--- src/rtl/amp_guard_pkg.sv ---
`timescale 1ns/1ps
package amp_guard_pkg;

  // Fault classes, packed so that bit 0 = overcurrent, bit 1 = thermal, bit 2 = undervoltage
  typedef struct packed {
    logic uv;
    logic therm;
    logic oc;
  } faultClass_t;

  // Strobes issued by the control to the datapath
  typedef struct packed {
    logic cntClr;     // restart the overcurrent release counter
    logic cntRun;     // advance the release counter
    logic causeLoad;  // shutdown entry: replace recorded causes
    logic causeMerge; // shutdown ongoing: add newly active causes
  } guardStrobe_t;

endpackage

--- src/rtl/amp_guard_sync.sv ---
`timescale 1ns/1ps
module amp_guard_sync #(
  parameter int              W       = 1,
  parameter logic [W-1:0]    RST_VAL = '0
) (
  input  logic         clk,
  input  logic         rstN,
  input  logic [W-1:0] asyncIn,
  output logic [W-1:0] syncOut
);

  logic [W-1:0] stageOne;

  always_ff @(posedge clk or negedge rstN) begin
    if (!rstN) begin
      stageOne <= RST_VAL;
      syncOut  <= RST_VAL;
    end else begin
      stageOne <= asyncIn;
      syncOut  <= stageOne;
    end
  end

endmodule

--- src/rtl/amp_guard_datapath.sv ---
`timescale 1ns/1ps
module amp_guard_datapath
  import amp_guard_pkg::*;
#(
  parameter int NUM_BRIDGES    = 4,
  parameter int TEMP_W         = 8,
  parameter int TEMP_TRIP      = 150,
  parameter int TEMP_HYST      = 30,
  parameter int OC_RELEASE_CYC = 8
) (
  input  logic                   clk,
  input  logic                   rstN,
  input  logic                   porIn,
  input  logic [NUM_BRIDGES-1:0] ocFlagIn,
  input  logic [TEMP_W-1:0]      tempCodeIn,
  input  logic                   avddGoodIn,
  input  logic [1:0]             pvddGoodIn,
  input  logic [2:0]             causeClrIn,
  input  guardStrobe_t           strobe,
  input  logic                   activeOc,
  input  logic                   activeTherm,
  output logic                   porSync,
  output logic                   anyOc,
  output logic                   tempHigh,
  output logic                   tempCool,
  output logic                   uvNow,
  output logic                   cntDone,
  output logic [2:0]             causeOut
);

  localparam int               CNT_W     = (OC_RELEASE_CYC > 2) ? $clog2(OC_RELEASE_CYC) : 1;
  localparam logic [CNT_W-1:0] CNT_LAST  = CNT_W'(OC_RELEASE_CYC - 1);
  localparam logic [TEMP_W-1:0] TRIP_CODE = TEMP_W'(TEMP_TRIP);
  localparam logic [TEMP_W-1:0] REL_CODE  = TEMP_W'(TEMP_TRIP - TEMP_HYST);
  localparam int               SUP_W     = 3;

  logic [NUM_BRIDGES-1:0] ocQ;
  logic [TEMP_W-1:0]      tempQ;
  logic [SUP_W-1:0]       supplyQ;
  logic                   porQ;

  // Synchronizers: reset values chosen so the stage starts disabled
  amp_guard_sync #(.W(NUM_BRIDGES), .RST_VAL('0)) i_ocSync (
    .clk(clk), .rstN(rstN), .asyncIn(ocFlagIn), .syncOut(ocQ)
  );
  amp_guard_sync #(.W(TEMP_W), .RST_VAL('0)) i_tempSync (
    .clk(clk), .rstN(rstN), .asyncIn(tempCodeIn), .syncOut(tempQ)
  );
  amp_guard_sync #(.W(SUP_W), .RST_VAL('0)) i_supplySync (
    .clk(clk), .rstN(rstN), .asyncIn({pvddGoodIn, avddGoodIn}), .syncOut(supplyQ)
  );
  amp_guard_sync #(.W(1), .RST_VAL(1'b1)) i_porSync (
    .clk(clk), .rstN(rstN), .asyncIn(porIn), .syncOut(porQ)
  );

  assign porSync  = porQ;
  assign anyOc    = |ocQ;
  assign tempHigh = tempQ > TRIP_CODE;
  assign tempCool = tempQ <= REL_CODE;
  assign uvNow    = porQ | ~(&supplyQ);

  // Overcurrent release qualification counter
  logic [CNT_W-1:0] relCnt;

  always_ff @(posedge clk or negedge rstN) begin
    if (!rstN)
      relCnt <= '0;
    else if (strobe.cntClr)
      relCnt <= '0;
    else if (strobe.cntRun && !cntDone)
      relCnt <= relCnt + 1'b1;
  end

  assign cntDone = (relCnt == CNT_LAST);

  // Cause register
  faultClass_t activeNow;
  logic [2:0]  activeBits;
  logic [2:0]  setMask;
  logic [2:0]  causeNext;
  logic [2:0]  causeReg;

  always_comb begin
    activeNow.uv    = uvNow;
    activeNow.therm = activeTherm;
    activeNow.oc    = activeOc;
    activeBits      = activeNow;
    setMask         = (strobe.causeLoad || strobe.causeMerge) ? activeBits : 3'b000;
    causeNext       = strobe.causeLoad ? activeBits : (causeReg | setMask);
    causeNext       = causeNext & ~(causeClrIn & ~setMask);
  end

  always_ff @(posedge clk or negedge rstN) begin
    if (!rstN)
      causeReg <= '0;
    else
      causeReg <= causeNext;
  end

  assign causeOut = causeReg;


  cause_clr_idle_chk: assert property (@(posedge clk) disable iff (!rstN)
    (causeClrIn[0] && !strobe.causeLoad && !strobe.causeMerge) |=> !causeOut[0])
    else $error("cause bit 0 survived an idle clear");


  cause_entry_chk: assert property (@(posedge clk) disable iff (!rstN)
    (strobe.causeLoad && uvNow) |=> causeOut[2])
    else $error("undervoltage not recorded at shutdown entry");


  cnt_bound_chk: assert property (@(posedge clk) disable iff (!rstN)
    cntDone |=> (cntDone || relCnt == '0))
    else $error("release counter left its final value other than by restart");

endmodule

--- src/rtl/amp_guard_ctrl.sv ---
`timescale 1ns/1ps
module amp_guard_ctrl
  import amp_guard_pkg::*;
(
  input  logic         clk,
  input  logic         rstN,
  input  logic         porSync,
  input  logic         anyOc,
  input  logic         tempHigh,
  input  logic         tempCool,
  input  logic         uvNow,
  input  logic         cntDone,
  output guardStrobe_t strobe,
  output logic         activeOc,
  output logic         activeTherm,
  output logic         hiZ
);

  logic ocLatch;
  logic thermShut;
  logic hiZPrev;

  // Overcurrent latch: set by any flag, cleared by power-on reset or a qualified release
  always_ff @(posedge clk or negedge rstN) begin
    if (!rstN)
      ocLatch <= 1'b0;
    else if (porSync)
      ocLatch <= 1'b0;
    else if (anyOc)
      ocLatch <= 1'b1;
    else if (cntDone)
      ocLatch <= 1'b0;
  end

  // Thermal shutdown with hysteresis
  always_ff @(posedge clk or negedge rstN) begin
    if (!rstN)
      thermShut <= 1'b0;
    else if (tempHigh)
      thermShut <= 1'b1;
    else if (tempCool)
      thermShut <= 1'b0;
  end

  // Reset value 1: the stage is considered already shut down at reset
  always_ff @(posedge clk or negedge rstN) begin
    if (!rstN)
      hiZPrev <= 1'b1;
    else
      hiZPrev <= hiZ;
  end

  assign activeOc    = ocLatch | anyOc;
  assign activeTherm = thermShut;
  assign hiZ         = activeOc | thermShut | uvNow;

  always_comb begin
    strobe.cntClr     = porSync | anyOc | ~ocLatch;
    strobe.cntRun     = ~strobe.cntClr;
    strobe.causeLoad  = hiZ & ~hiZPrev;
    strobe.causeMerge = hiZ & hiZPrev;
  end


  oc_trip_chk: assert property (@(posedge clk) disable iff (!rstN)
    (anyOc && !porSync) |=> ocLatch)
    else $error("overcurrent did not latch");


  oc_hold_chk: assert property (@(posedge clk) disable iff (!rstN)
    (ocLatch && !cntDone && !porSync) |=> ocLatch)
    else $error("overcurrent latch released before qualification");


  por_clear_chk: assert property (@(posedge clk) disable iff (!rstN)
    porSync |=> !ocLatch)
    else $error("power-on reset did not clear the overcurrent latch");


  therm_trip_chk: assert property (@(posedge clk) disable iff (!rstN)
    tempHigh |=> thermShut)
    else $error("thermal trip missed");


  therm_hold_chk: assert property (@(posedge clk) disable iff (!rstN)
    (thermShut && !tempCool) |=> thermShut)
    else $error("thermal shutdown released inside the hysteresis band");


  release_clean_chk: assert property (@(posedge clk) disable iff (!rstN)
    $fell(hiZ) |-> (!ocLatch && !thermShut && !uvNow && !anyOc))
    else $error("stage released with a fault class still active");

endmodule

--- src/rtl/amp_fault_guard.sv ---
`timescale 1ns/1ps
module amp_fault_guard
  import amp_guard_pkg::*;
#(
  parameter int NUM_BRIDGES    = 4,
  parameter int TEMP_W         = 8,
  parameter int TEMP_TRIP      = 150,
  parameter int TEMP_HYST      = 30,
  parameter int OC_RELEASE_CYC = 8
) (
  input  logic                   clk,
  input  logic                   rstN,
  input  logic                   porIn,
  input  logic [NUM_BRIDGES-1:0] ocFlagIn,
  input  logic [TEMP_W-1:0]      tempCodeIn,
  input  logic                   avddGoodIn,
  input  logic [1:0]             pvddGoodIn,
  input  logic [2:0]             causeClrIn,
  output logic [NUM_BRIDGES-1:0] bridgeHiZ,
  output logic                   faultN,
  output logic [2:0]             causeOut
);

  guardStrobe_t strobe;
  logic porSync, anyOc, tempHigh, tempCool, uvNow, cntDone;
  logic activeOc, activeTherm, hiZ;

  amp_guard_datapath #(
    .NUM_BRIDGES(NUM_BRIDGES), .TEMP_W(TEMP_W), .TEMP_TRIP(TEMP_TRIP),
    .TEMP_HYST(TEMP_HYST), .OC_RELEASE_CYC(OC_RELEASE_CYC)
  ) i_datapath (
    .clk(clk), .rstN(rstN), .porIn(porIn), .ocFlagIn(ocFlagIn),
    .tempCodeIn(tempCodeIn), .avddGoodIn(avddGoodIn), .pvddGoodIn(pvddGoodIn),
    .causeClrIn(causeClrIn), .strobe(strobe), .activeOc(activeOc),
    .activeTherm(activeTherm), .porSync(porSync), .anyOc(anyOc),
    .tempHigh(tempHigh), .tempCool(tempCool), .uvNow(uvNow),
    .cntDone(cntDone), .causeOut(causeOut)
  );

  amp_guard_ctrl i_ctrl (
    .clk(clk), .rstN(rstN), .porSync(porSync), .anyOc(anyOc),
    .tempHigh(tempHigh), .tempCool(tempCool), .uvNow(uvNow),
    .cntDone(cntDone), .strobe(strobe), .activeOc(activeOc),
    .activeTherm(activeTherm), .hiZ(hiZ)
  );

  // One shared command fans out to every half-bridge
  for (genvar b = 0; b < NUM_BRIDGES; b++) begin : g_bridge
    assign bridgeHiZ[b] = hiZ;
  end

  assign faultN = ~hiZ;


  uv_hiz_chk: assert property (@(posedge clk) disable iff (!rstN)
    uvNow |-> (&bridgeHiZ && !faultN))
    else $error("undervoltage without full shutdown");

endmodule

--- config.mk ---
export PLATFORM = sky130hd
export DESIGN_NAME = amp_fault_guard
export DESIGN_NICKNAME = d
export VERILOG_FILES = /design/src/rtl/amp_guard_pkg.sv /design/src/rtl/amp_guard_sync.sv /design/src/rtl/amp_guard_datapath.sv /design/src/rtl/amp_guard_ctrl.sv /design/src/rtl/amp_fault_guard.sv
export SDC_FILE = /design/constraint.sdc
export NUM_CORES = 1
export LEC_CHECK = 0
export ABC_CLOCK_PERIOD_IN_PS = 3100
export BUFFER_PORTS_ARGS = -buffer_cell sky130_fd_sc_hd__buf_4
export CORE_ASPECT_RATIO = 1.25
export CORE_MARGIN = 1
export CORE_UTILIZATION = 51
export CTS_CLUSTER_SIZE = 40
export DETAILED_ROUTE_END_ITERATION = 8
export MAX_ROUTING_LAYER = met4
export PLACE_DENSITY = 0.76
export SYNTH_ARGS = -nofsm -noshare
export SYNTH_HDL_FRONTEND = slang
export SYNTH_HIERARCHICAL = 1
export SYNTH_SLANG_ARGS = --single-unit
export TNS_END_PERCENT = 30
--- constraint.sdc ---
create_clock -name clk -period 3.1 [get_ports clk]
set_clock_uncertainty 0.2 [all_clocks]
set_input_delay 0.775 -clock clk [delete_from_list [all_inputs] [get_ports clk]]
set_output_delay 0.775 -clock clk [all_outputs]
set_load 0.02 [all_outputs]
# Word level (Yosys, flattened, before mapping)
# Index checks and enable logic that the tools add are counted.
[op_classes]
addsub = 1
magnitude_cmp = 2
eq_ne = 1
muxes = 9
n_bitwise = 18
reduce_logical = 8
[op_table]
columns = ["operator", "count"]
rows = [
  ["2-to-1 mux 3 bit", 4],
  ["greater-than comparator 8 bit, second input constant", 1],
  ["less-or-equal comparator 8 x 7 -> 1 bit, second input constant", 1],
  ["bitwise AND 3 bit", 2],
  ["NOT 3 bit", 2],
  ["OR 1 bit", 6],
  ["2-to-1 mux 1 bit", 5],
  ["NOT 1 bit", 5],
  ["nonzero test 2 bit", 2],
  ["OR reduction 4 bit", 1],
  ["adder 3 x 1 -> 3 bit, second input constant", 1],
  ["equality test 3 bit, second input constant", 1],
  ["OR 3 bit", 1],
  ["AND reduction 3 bit", 1],
  ["nonzero test 3 bit", 1],
  ["bitwise AND 1 bit", 2],
  ["logical AND 1 bit", 1],
  ["zero test 1 bit", 1],
  ["logical OR 1 bit", 1],
]
[word_totals]
register_bits = 41
inputBits = 21
output_inout_bits = 8
elab_cells = 52

# Depth between registers and ports, before layout
# Gate-level depths: netlist of run 1.
[logic_depth]
depth_word = 11
depth_mapped = 6
depth_no_buf = 6

# Modules after synthesis
# The synthesis of run 1 kept the hierarchy.
[modules_own_cells]
columns = ["mod", "instances", "cells_each", "area_each_um2", "seq_area_each_um2"]
rows = [
  ["amp_guard_sync at i_datapath.i_tempSync", 1, 16, 400.4, 400.4],
  ["amp_guard_datapath", 1, 34, 326.6, 150.1],
  ["amp_guard_sync at i_datapath.i_ocSync", 1, 8, 200.2, 200.2],
  ["amp_guard_ctrl", 1, 16, 158.9, 76.3],
  ["amp_guard_sync at i_datapath.i_supplySync", 1, 6, 150.1, 150.1],
  ["amp_guard_sync at i_datapath.i_porSync", 1, 2, 52.6, 52.6],
  ["amp_fault_guard", 1, 5, 33.8, 0.0],
]

# Worst setup path before layout of run 1
# No wires, ideal clock.
[synth_path]
path_type = "reg2out"
startpoint = "register i_datapath.i_ocSync.syncOut[1]"
endpoint = "output port bridgeHiZ[0]"
t_arrival_ns = 1.541
t_required_ns = 2.125
path_slack_ns = 0.584
path_stages_with_launch = 5
path_buffers = 1
path_cell_list = "dfrtp_1 or4_1 nor4_4 inv_1 buf_4"
[synth_between]
elab_chain_cells = 4
[synth_rtl]
columns = ["element", "line", "source"]
rows = [
  ["from (decl)", "amp_guard_sync.sv:9", "output logic [W-1:0] syncOut"],
  ["from (signal assigned)", "amp_guard_sync.sv:20", "syncOut <= stageOne;"],
  ["OR reduction 4 bit", "amp_guard_datapath.sv:57", "assign anyOc = |ocQ;"],
  ["via anyOc", "amp_fault_guard.sv:25", "logic porSync, anyOc, tempHigh, tempCool, uvNow, cntDone;"],
  ["OR 1 bit", "amp_guard_ctrl.sv:53", "assign activeOc = ocLatch | anyOc;"],
  ["OR 1 bit (2 in series)", "amp_guard_ctrl.sv:55", "assign hiZ = activeOc | thermShut | uvNow;"],
  ["to (decl)", "amp_fault_guard.sv:19", "output logic [NUM_BRIDGES-1:0] bridgeHiZ,"],
]
# The timed path passes the listed nets, and every way through them passes these cells.

# Worst setup path after layout of run 1
[layout_path]
startpoint = "register i_datapath.i_ocSync.syncOut[1]"
endpoint = "output port faultN"
[layout_between]
elab_chain_cells = 5
[layout_rtl]
columns = ["element", "line", "source"]
rows = [
  ["OR reduction 4 bit", "amp_guard_datapath.sv:57", ""],
  ["via anyOc", "amp_fault_guard.sv:25", ""],
  ["OR 1 bit", "amp_guard_ctrl.sv:53", ""],
  ["OR 1 bit (2 in series)", "amp_guard_ctrl.sv:55", ""],
  ["NOT 1 bit", "amp_fault_guard.sv:52", "assign faultN = ~hiZ;"],
  ["to (decl)", "amp_fault_guard.sv:20", "output logic faultN,"],
]
# The timed path passes the listed nets, and every way through them passes these cells.

==> results of run 1 <==
## worst max-delay path, stage by stage, from the launching register on
cell	delay (ns)
sky130_fd_sc_hd__dfrtp_1	0.36
sky130_fd_sc_hd__or4_1	0.60
sky130_fd_sc_hd__nor4_4	0.35
sky130_fd_sc_hd__inv_2	0.11
sky130_fd_sc_hd__inv_1	0.07
sky130_fd_sc_hd__buf_4	0.13
## synth_stat cells, drive strengths merged (2+ instances only)
| master | n |
|---|---|
| buf | 4 |
| dfrtp | 38 |
| dfstp | 3 |
| ha | 2 |
| inv | 5 |
| mux2i | 2 |
| nand2 | 2 |
| nand2b | 4 |
| nand4 | 2 |
| nor2 | 7 |
| o21ai | 5 |
## state kept, by name, indices dropped and copies added (netlist names)
signal,flops
i_datapath/relCnt,3
i_datapath/i_supplySync/syncOut,3
i_ctrl/activeTherm,1
i_datapath/i_supplySync/stageOne,3
i_ctrl/ocLatch,1
i_datapath/i_ocSync/stageOne,4
i_datapath/i_tempSync/syncOut,8
i_datapath/i_porSync/stageOne,1
i_ctrl/hiZPrev,1
i_datapath/i_ocSync/syncOut,4
i_datapath/i_porSync/syncOut,1
i_datapath/causeOut,3
i_datapath/i_tempSync/stageOne,8
## power by group
group          leakage [nW]  internal (mW)  total (mW)  switching, mW
clock network        0.0326          0.112       0.255          0.143
registers             0.474          0.560       0.571         0.0103
logic                 0.272         0.0229      0.0425         0.0197
total                 0.779          0.695       0.868          0.173
## area by class of cell
type / count / area (µm²) / share of cell area
clock buffers: 8 / 58.8 / 0.0367
well taps: 33 / 41.3 / 0.0258
flip-flops and latches: 41 / 1030 / 0.642
repair buffers: 28 / 210 / 0.131
multi-input cells: 37 / 244 / 0.152
inverters: 5 / 18.8 / 0.0117
## cell families (layout without fill, tap and decap cells)
family,count (synthesis),after routing,synth area share
AO/OA/AOI/OAI,9,9,0.0397
XOR/XNOR,1,1,0.00662
adder cells (fa/ha/maj),2,2,0.0189
buffers and inverters,9,41,0.0369
flip-flops,41,41,0.779
multiplexers,2,2,0.0151
AND/OR/NAND/NOR,23,23,0.104
## final timing paths
check                                                  startpoint                          endpoint  slack (ns)  depth (start not counted)
worst max-delay path               i_datapath/i_ocSync/syncOut[1]                            faultN        0.18                          5
worst min-delay path            i_datapath/i_tempSync/stageOne[4]  i_datapath/i_tempSync/syncOut[4]        0.15                          0
worst max register to register     i_datapath/i_ocSync/syncOut[1]            i_datapath/causeOut[2]        1.05                          5
worst min register to register  i_datapath/i_tempSync/stageOne[4]  i_datapath/i_tempSync/syncOut[4]        0.15                          0
max in group asynchronous                                    rstN     i_datapath/i_porSync/stageOne        2.15                          1
min in group asynchronous                                    rstN            i_datapath/causeOut[2]        0.20                          1
## per-layer routing
layer,share of wire,GRT usage,vias up
met3,0.065,0.0644,0
li1,-,-,345
met2,0.56,0.243,26
met5,0,-,-
met4,0,0.0714,0
met1,0.37,0.143,349
## through the flow
step,total power [mW],setup slack (ns)
finish,0.868,0.185
global route,0.916,0.0427
CTS,0.884,0.0971
detailed placement,0.625,0.490
global placement,0.623,0.541
floorplan,0.590,0.584
## timing repair
item / 4_1_cts / 5_1_grt
resized for setup: 0 / 1
setup endpoints to repair: 0 / 1
hold endpoints to repair: 0 / 0
hold buffers: 0 / 0
==> run_results.csv, run 1 <==
group,metric,value,unit
global_routing,overflow,0,
sta,fmaxAchievable,343,MHz
routing,postRouteAntennaNets,0,
floorplan,starting_density_of_the_core,0.539,
power_and_ir_drop,max-vdd-ir-drop,0.000385,V
run_status,result_of_the_run,"finished clean",
floorplan,floorplan.die.width,47.5,µm
min_path,worstHoldPathType,"register to register",
synthesis,synth_top_area_frac,0.719,
place,placed_cell_area,0.00154,mm²
setup_path,worst-setup-path-type,"register to output pin",
cts,clk_latency,0.32,ns
setup_path,type_of_element_launching_the_critical_path,"register",
cts,cts_max_path_buffers,2,
cts,cts_setup_buffers,0,
synthesis,async_flop_share,1.00,
floorplan,io_pins,29,
sta,hold_viol_final,0,
final_layout,num_antenna_cells,0,
routing,via_count,720,
synthesis,sequential_element_share_of_the_synthesized_area,0.779,
routing,first_iter_violations,6,
synthesis,area_contributors_post_synth,"sky130_fd_sc_hd__dfrtp_1 72%, sky130_fd_sc_hd__dfstp_2 6.0%, sky130_fd_sc_hd__buf_4 2.3%",
final_layout,layout-drive-gt1-share,0.328,
sta,worst_hold_slack,0.149,ns
floorplan,site_row_count,20,
setup_path,crit_path_end_kind,"output pin",
place,detailed_place_hpwl,1180,µm
global_routing,grt_pass1_wl,2660,µm
cts,ctsRootBufferMaster,"sky130_fd_sc_hd__clkbuf_4",
place,numPortBuffers,28,
setup_path,worstPathRequired,2.12,ns
sta,finalCriticalPeriod,2.92,ns
flow_run,max-cap-violations,0,
final_layout,layout_common_cells,"38 x sky130_fd_sc_hd__dfrtp_1, 28 x sky130_fd_sc_hd__buf_4, 7 x sky130_fd_sc_hd__nor2_1, 5 x sky130_fd_sc_hd__clkbuf_4, 5 x sky130_fd_sc_hd__o21ai_0",
synthesis,synth.ff_latch_count,41,
final_layout,filler_cell_count,196,
synthesis,synthDistinctLibCells,24,
sta,timing.setup.tns,0,ns
routing,average_routed_wire_per_standard_cell,10.6,µm
synthesis,synth_enable_flop_cells,0,
global_routing,grt_antenna_before_repair,0,
synthesis,synth_ff_type,"sky130_fd_sc_hd__dfrtp_1",
synthesis,netlist_instances,87,
global_routing,total_global_route_track_usage,0.148,
final_layout,stdcell_area,0.00160,mm²
setup_path,critical_path.max_fanout,6,
final_layout,stdcell_count,152,
routing,vias_per_cell,4.74,
sta,rsz0062_at_grt,"false",
final_layout,final_core_utilization,0.654,
cts,tritoncts,"done",
place,dp.cells,144,
place,finalWeightedCongestion,0.786,
cts,cts_max_level,2,
power_and_ir_drop,leakagePower,0.779,nW
final_layout,layout.cells.most_common,"sky130_fd_sc_hd__dfrtp_1",
routing,drt_pass1_iterations,3,
routing,drcViolationCount,0,
setup_path,critical_path_arrival,1.94,ns
sta,timing.max_slew.rel_slack,0.685,
final_layout,finish.net_count,141,
synthesis,synth-warning-count,6,
synthesis,yosysTopAreaCell,"sky130_fd_sc_hd__dfrtp_1",
sta,tightest_slew,0.473,ns
sta,final_max_slew_viol_count,0,
synthesis,mappedNetlistNets,110,
floorplan,design.core.area,0.00245,mm²
final_layout,flow.area_growth_from_synthesis,21.2,%
routing,detail_route.wirelength,1610,µm
global_routing,number_of_global_route_vias_before_repair,661,
synthesis,avgSynthCellArea,15.2,µm²
synthesis,post_synth_instance_area,0.00132,mm²
cts,cts_made_buffers,5,
cts,clk_pin_slew_worst_paths,0.10,ns
floorplan,die_area,0.00280,mm²
global_routing,grt_max_degree,42,
sta,timing.final.crit_share,0.940,
cts,cts_sinks,41,
power_and_ir_drop,power_per_cell_area,542,mW/mm²
sta,timing.final.setup_violations,0,
floorplan,die_height,58.9,µm
No activity file was read; power rests on OpenSTA's default activity.
==> run 2, diff against run 1 <==
--- a/config.mk
+++ b/config.mk
@@ -5,6 +5,7 @@
 export SDC_FILE = /design/constraint.sdc
 export NUM_CORES = 1
 export LEC_CHECK = 0
+export ABC_AREA = 1
 export ABC_CLOCK_PERIOD_IN_PS = 3100
 export BUFFER_PORTS_ARGS = -buffer_cell sky130_fd_sc_hd__buf_4
 export CORE_ASPECT_RATIO = 1.25
==> run_results.csv, run 2 <==
group,metric,value,unit
global_routing,grt.busiest_layer,"met2",
floorplan,floorplan.die.width,47.8,µm
global_routing,grt_max_degree,42,
setup_path,critical_path_arrival,1.46,ns
cts,cts-hold-fix-buffers,0,
synthesis,synth_enable_flop_cells,0,
sta,final_max_slew_viol_count,0,
routing,vias_per_cell,4.70,
synthesis,netlist_instances,100,
cts,cts_sinks,41,
sta,worst_hold_slack,0.155,ns
place,finalWeightedCongestion,0.757,
sta,timing.final.crit_share,0.785,
setup_path,critical_path.max_fanout,6,
cts,clk_latency,0.33,ns
place,detailedPlace.worstSlack,1.02,ns
final_layout,finish.net_count,154,
sta,hold_viol_final,0,
routing,drt_pass1_iterations,4,
setup_path,worst-setup-path-type,"register to output pin",
global_routing,number_of_global_route_vias_before_repair,723,
synthesis,synth-warning-count,6,
routing,detail_route.wirelength,1820,µm
min_path,worstHoldPathType,"register to register",
floorplan,die_height,59.3,µm
cts,post_cts_resized,0,
synthesis,yosysTopAreaCell,"sky130_fd_sc_hd__dfrtp_1",
global_routing,grt_pass1_wl,2750,µm
setup_path,crit_path_end_kind,"output pin",
run_status,result_of_the_run,"finished clean",
final_layout,num_antenna_cells,0,
power_and_ir_drop,power.share.combinational,0.051,
synthesis,synthDistinctLibCells,21,
sta,tightest_slew,0.471,ns
routing,first_iter_violations,18,
final_layout,flow.area_growth_from_synthesis,21.8,%
synthesis,synth.ff_latch_count,41,
global_routing,overflow,0,
sta,timing.setup.tns,0,ns
synthesis,avgSynthCellArea,13.4,µm²
floorplan,site_row_count,20,
floorplan,design.core.area,0.00245,mm²
synthesis,sequential_element_share_of_the_synthesized_area,0.770,
cts,ctsRootBufferMaster,"sky130_fd_sc_hd__clkbuf_4",
setup_path,type_of_element_launching_the_critical_path,"register",
cts,clk_pin_slew_worst_paths,0.11,ns
power_and_ir_drop,report.power.total,0.899,mW
power_and_ir_drop,power.switching,0.183,mW
global_routing,grt_antenna_before_repair,0,
sta,timing.final.setup_violations,0,
power_and_ir_drop,p_clk_frac,0.314,
routing,via_count,776,
global_routing,total_global_route_track_usage,0.153,
floorplan,die_area,0.00283,mm²
final_layout,layout.cells.most_common,"sky130_fd_sc_hd__dfrtp_1",
power_and_ir_drop,seq_power_share,0.635,
place,detailed_place_hpwl,1290,µm
synthesis,mappedNetlistNets,123,
global_routing,gr-usage-met2,0.259,
power_and_ir_drop,power_per_cell_area,552,mW/mm²
synthesis,synth_top_area_frac,0.711,
cts,cts_made_buffers,5,
global_routing,grt.met3_usage,0.0732,
final_layout,layout_common_cells,"38 x sky130_fd_sc_hd__dfrtp_1, 28 x sky130_fd_sc_hd__buf_4, 11 x sky130_fd_sc_hd__inv_1, 11 x sky130_fd_sc_hd__nand2_1, 7 x sky130_fd_sc_hd__nor2_1",
power_and_ir_drop,sw_frac_of_total,0.204,
routing,postRouteAntennaNets,0,
cts,cts_max_path_buffers,2,
final_layout,filler_cell_count,195,
cts,tritoncts,"done",
sta,timing.max_slew.rel_slack,0.686,
floorplan,starting_density_of_the_core,0.545,
synthesis,area_contributors_post_synth,"sky130_fd_sc_hd__dfrtp_1 71%, sky130_fd_sc_hd__dfstp_2 5.9%, sky130_fd_sc_hd__inv_1 3.1%",
power_and_ir_drop,leakagePower,0.800,nW
floorplan,io_pins,29,
setup_path,worstPathRequired,2.12,ns
power_and_ir_drop,cellInternalPower,0.715,mW
synthesis,async_flop_share,1.00,
synthesis,post_synth_instance_area,0.00134,mm²
place,numPortBuffers,28,
routing,drcViolationCount,0,
cts,cts_max_level,2,
synthesis,yosys.cell_count.top_type,"sky130_fd_sc_hd__dfrtp_1",
cts,cts_setup_buffers,0,
power_and_ir_drop,max-vdd-ir-drop,0.000476,V
flow_run,max-cap-violations,0,
sta,finalCriticalPeriod,2.43,ns
routing,average_routed_wire_per_standard_cell,11.0,µm
sta,rsz0062_at_grt,"false",
sta,fmaxAchievable,411,MHz
final_layout,final_core_utilization,0.664,
final_layout,reg.largest.list,"i_datapath/i_tempSync/stageOne (8), i_datapath/i_tempSync/syncOut (8)",
synthesis,synth_commonest_cells,"38 x sky130_fd_sc_hd__dfrtp_1, 11 x sky130_fd_sc_hd__inv_1, 11 x sky130_fd_sc_hd__nand2_1",
global_routing,globalRouteMet1Util,0.143,
final_layout,layout-drive-gt1-share,0.348,
synthesis,synth_ff_type,"sky130_fd_sc_hd__dfrtp_1",
sta,fin_ws,0.668,ns
-- run 2: cell count changes in the layout (fill, tap and decap cells not counted), moves of 2 or more --
cell	change
sky130_fd_sc_hd__clkbuf_1	-2
sky130_fd_sc_hd__nor2_2	+3
sky130_fd_sc_hd__nand2_1	+9
sky130_fd_sc_hd__a21oi_1	+2
sky130_fd_sc_hd__nand2b_1	-4
sky130_fd_sc_hd__mux2i_1	-2
sky130_fd_sc_hd__inv_1	+7
-- run 2: logic make-up after synthesis --
kind of cell    synth area share
compound gates            0.0552
simple gates              0.0935
xor+xnor                 0.00655
flops                      0.770
fa+ha+maj                 0.0187
buf+inv                   0.0561
-- run 2: metrics by stage --
step | cell area (µm²) | cells
2_1_floorplan | 1340 | 100
3_3_place_gp | 1560 | 157
3_5_place_dp | 1560 | 157
4_1_cts | 1630 | 165
5_1_grt | 1630 | 165
6_report | 1630 | 165
-- run 2: final cells by class --
type	instances	area [µm²]	area share
Sequential cell	41	1030	0.632
Tap cell	33	41.3	0.0253
Multi-Input combinational cell	43	233	0.143
Clock buffer	7	65.1	0.0399
Clock inverter	1	5.00	0.00307
Inverter	12	45.0	0.0276
Timing Repair Buffer	28	210	0.129
-- run 2: final timing paths --
kind                                            startpoint                             end  slack [ns]  cells past startpoint
setup / recovery            i_datapath/i_ocSync/syncOut[3]                          faultN        0.67                      6
hold / removal             i_datapath/i_ocSync/stageOne[0]  i_datapath/i_ocSync/syncOut[0]        0.15                      0
setup reg to reg              i_datapath/i_porSync/syncOut          i_datapath/causeOut[1]        1.56                      7
hold reg to reg            i_datapath/i_ocSync/stageOne[0]  i_datapath/i_ocSync/syncOut[0]        0.15                      0
max in group asynchronous                             rstN   i_datapath/i_porSync/stageOne        2.15                      1
min in group asynchronous                             rstN            i_datapath/relCnt[1]        0.19                      1
-- run 2: critical path, cell delays in order (launching register included) --
cell and delay [ns]:
sky130_fd_sc_hd__dfrtp_1 0.38, sky130_fd_sc_hd__nor2_1 0.09, sky130_fd_sc_hd__nand2_1 0.11, sky130_fd_sc_hd__nor2_2 0.18
sky130_fd_sc_hd__nand2_1 0.15, sky130_fd_sc_hd__inv_1 0.08, sky130_fd_sc_hd__buf_4 0.13
-- run 2: power groups by stage --
stage,clock network [mW],registers (mW),logic [mW]
floorplan,0,0.580,0.0111
global placement,0,0.580,0.0447
detailed placement,0,0.581,0.0467
CTS,0.291,0.571,0.0472
global route,0.319,0.573,0.0514
finish,0.282,0.570,0.0458
-- run 2: routing by layer --
| layer | part of all wire | vias up |
|---|---|---|
| li1 | - | 370 |
| met1 | 0.39 | 372 |
| met2 | 0.54 | 32 |
| met3 | 0.062 | 2 |
| met4 | 0.011 | 0 |
| met5 | 0 | - |
==> run 3, diff against run 2 <==
--- a/config.mk
+++ b/config.mk
@@ -5,8 +5,8 @@
 export SDC_FILE = /design/constraint.sdc
 export NUM_CORES = 1
 export LEC_CHECK = 0
-export ABC_AREA = 1
-export ABC_CLOCK_PERIOD_IN_PS = 3100
+export ABC_AREA = 0
+export ABC_CLOCK_PERIOD_IN_PS = 2250
 export BUFFER_PORTS_ARGS = -buffer_cell sky130_fd_sc_hd__buf_4
 export CORE_ASPECT_RATIO = 1.25
 export CORE_MARGIN = 1
==> constraint.sdc (replaced) <==
create_clock -name clk -period 2.25 [get_ports clk]
set_clock_uncertainty 0.2 [all_clocks]
set_input_delay 0.5625 -clock clk [delete_from_list [all_inputs] [get_ports clk]]
set_output_delay 0.5625 -clock clk [all_outputs]
set_load 0.02 [all_outputs]
==> run_results.csv, run 3 (synthesis results as in run 1) <==
group,metric,value,unit
floorplan,design.core.area,0.00245,mm²
setup_path,timing.rr.start,"i_datapath/i_ocSync/syncOut[2]",
final_layout,layout-drive-gt1-share,0.383,
final_layout,layout_common_cells,"38 x sky130_fd_sc_hd__dfrtp_1, 35 x sky130_fd_sc_hd__buf_4, 6 x sky130_fd_sc_hd__nor2_1, 5 x sky130_fd_sc_hd__clkbuf_4",
sta,finalCriticalPeriod,2.51,ns
setup_path,timing.critical_path.slowest_cell_delay,0.57,ns
cts,clk_pin_slew_worst_paths,0.10,ns
cts,clk_latency,0.33,ns
min_path,worstHoldPathType,"primary input to register",
global_routing,grt_max_degree,42,
global_routing,grt_pass1_wl,3130,µm
sta,worst_hold_slack,0.131,ns
sta,fmaxAchievable,399,MHz
sta,final_max_slew_viol_count,0,
routing,drt_pass1_iterations,2,
place,numPortBuffers,28,
setup_path,worstPathRequired,1.49,ns
run_status,violations_in_the_final_reports,"negative setup slack",
final_layout,filler_cell_count,184,
power_and_ir_drop,report.power.total,1.17,mW
sta,tightest_slew,0.468,ns
place,detailed_place_hpwl,1220,µm
cts,tritoncts,"done",
global_routing,total_global_route_track_usage,0.178,
setup_path,ff2ff_setup_slack,-0.19,ns
routing,via_count,756,
setup_path,crit_buf_inv,3,
final_layout,finish.net_count,150,
min_path,worst_hold_path.endpoint,"i_datapath/i_tempSync/stageOne[3]",
cts,cts_made_buffers,5,
setup_path,critical_path.max_fanout,6,
final_layout,num_antenna_cells,0,
routing,first_iter_violations,10,
sta,timing.max_slew.rel_slack,0.688,
cts,ctsRootBufferMaster,"sky130_fd_sc_hd__clkbuf_4",
routing,postRouteAntennaNets,0,
setup_path,path_delay_family,"simple AND/OR/NAND/NOR gates",
floorplan,starting_density_of_the_core,0.539,
final_layout,layout.cells.most_common,"sky130_fd_sc_hd__dfrtp_1",
sta,hold_viol_final,0,
global_routing,globalRouteMet1Util,0.185,
cts,cts_max_path_buffers,2,
min_path,hp-start,"tempCodeIn[3]",
cts,cts_max_level,2,
place,finalWeightedCongestion,0.759,
global_routing,gr-usage-met2,0.266,
floorplan,site_row_count,20,
global_routing,number_of_global_route_vias_before_repair,792,
final_layout,final_core_utilization,0.684,
global_routing,grt.met3_usage,0.0767,
setup_path,worstPathCellList,"or4_4, nor4_4, inv_2, inv_2, buf_6",
floorplan,die_area,0.00280,mm²
sta,rsz0062_at_grt,"true",
floorplan,floorplan.die.width,47.5,µm
flow_run,max-cap-violations,0,
setup_path,critical_path_arrival,1.74,ns
setup_path,type_of_element_launching_the_critical_path,"register",
floorplan,die_height,58.9,µm
global_routing,grt_antenna_before_repair,0,
routing,drcViolationCount,0,
sta,timing.final.crit_share,1.11,
global_routing,grt.busiest_layer,"met2",
setup_path,regToRegEndpoint,"i_datapath/causeOut[2]",
place,detailedPlace.worstSlack,-0.0397,ns
floorplan,io_pins,29,
place,dp.cells,145,
sta,fin_ws,-0.256,ns
power_and_ir_drop,max-vdd-ir-drop,0.000568,V
min_path,worstHoldPathCells,1,
routing,vias_per_cell,4.70,
power_and_ir_drop,power_per_cell_area,697,mW/mm²
power_and_ir_drop,leakagePower,0.820,nW
setup_path,worst-setup-path-type,"register to output pin",
run_status,result_of_the_run,"finished, violations left",
cts,cts_sinks,41,
final_layout,stdcell_count,161,
routing,detail_route.wirelength,1830,µm
sta,timing.final.setup_violations,8,
setup_path,critical-path-slowest-cell,"sky130_fd_sc_hd__or4_4",
setup_path,reg2reg_depth,12,
final_layout,reg.largest.list,"i_datapath/i_tempSync/stageOne (8), i_datapath/i_tempSync/syncOut (8)",
routing,average_routed_wire_per_standard_cell,11.3,µm
global_routing,overflow,0,
final_layout,flow.area_growth_from_synthesis,26.9,%
setup_path,crit_top_cell,"sky130_fd_sc_hd__inv_2",
setup_path,crit_path_end_kind,"output pin",
==> run 3: changes by cell type in the layout (fill, tap and decap cells not counted), sizes merged, moves of 2 or more <==
cell,delta
inv,-7
nand2b,+4
a21oi,-3
nand2,-10
o21ai,-2
mux2i,+2
nor2,-3
buf,+8
==> run 3: how the worst max path moves through the flow <==
stage                     slack, ns            to  cells after the start                           start
after global placement        0.003        faultN                      5  i_datapath/i_ocSync/syncOut[1]
after global routing          -0.35        faultN                      5  i_datapath/i_ocSync/syncOut[2]
after detailed placement      -0.04        faultN                      5  i_datapath/i_ocSync/syncOut[1]
final                         -0.26        faultN                      5  i_datapath/i_ocSync/syncOut[2]
after CTS                     -0.25  bridgeHiZ[3]                      4  i_datapath/i_ocSync/syncOut[2]
after floorplan                0.02  bridgeHiZ[0]                      4  i_datapath/i_ocSync/syncOut[1]
==> run 3: final cells by class <==
cell class | count | area (µm²) | share of cell area
clock buffers | 8 | 48.8 | 0.0291
inverters | 5 | 18.8 | 0.0112
multi-input cells | 37 | 255 | 0.152
flip-flops and latches | 41 | 1030 | 0.614
well taps | 33 | 41.3 | 0.0246
repair buffers | 37 | 284 | 0.169
==> run 3: metal layers <==
layer	routed length, µm	up-vias
met2	975	30
met1	674	357
met4	51	0
li1	-	361
met5	0	-
met3	125	8
==> run 3: power by group <==
group / internal [mW] / switching, mW
clock: 0.125 / 0.195
combinational: 0.0335 / 0.0280
sequential: 0.772 / 0.0152
total: 0.930 / 0.239
==> run 3: through the flow <==
step / setup TNS (ns) / area (µm²)
2_1_floorplan: 0 / 1330
3_3_place_gp: 0 / 1560
3_5_place_dp: -0.114 / 1560
4_1_cts: -1.63 / 1680
5_1_grt: -2.48 / 1680
6_report: -1.74 / 1680
==> run 3: repair_timing <==
item                                   in CTS  in global routing
setup endpoints to repair                   5                  8
hold buffers                                1                  0
pin swaps                                   2                  0
endpoints found under the hold margin      38                  0
gates resized for setup                     8                  0
setup buffers                               7                  0
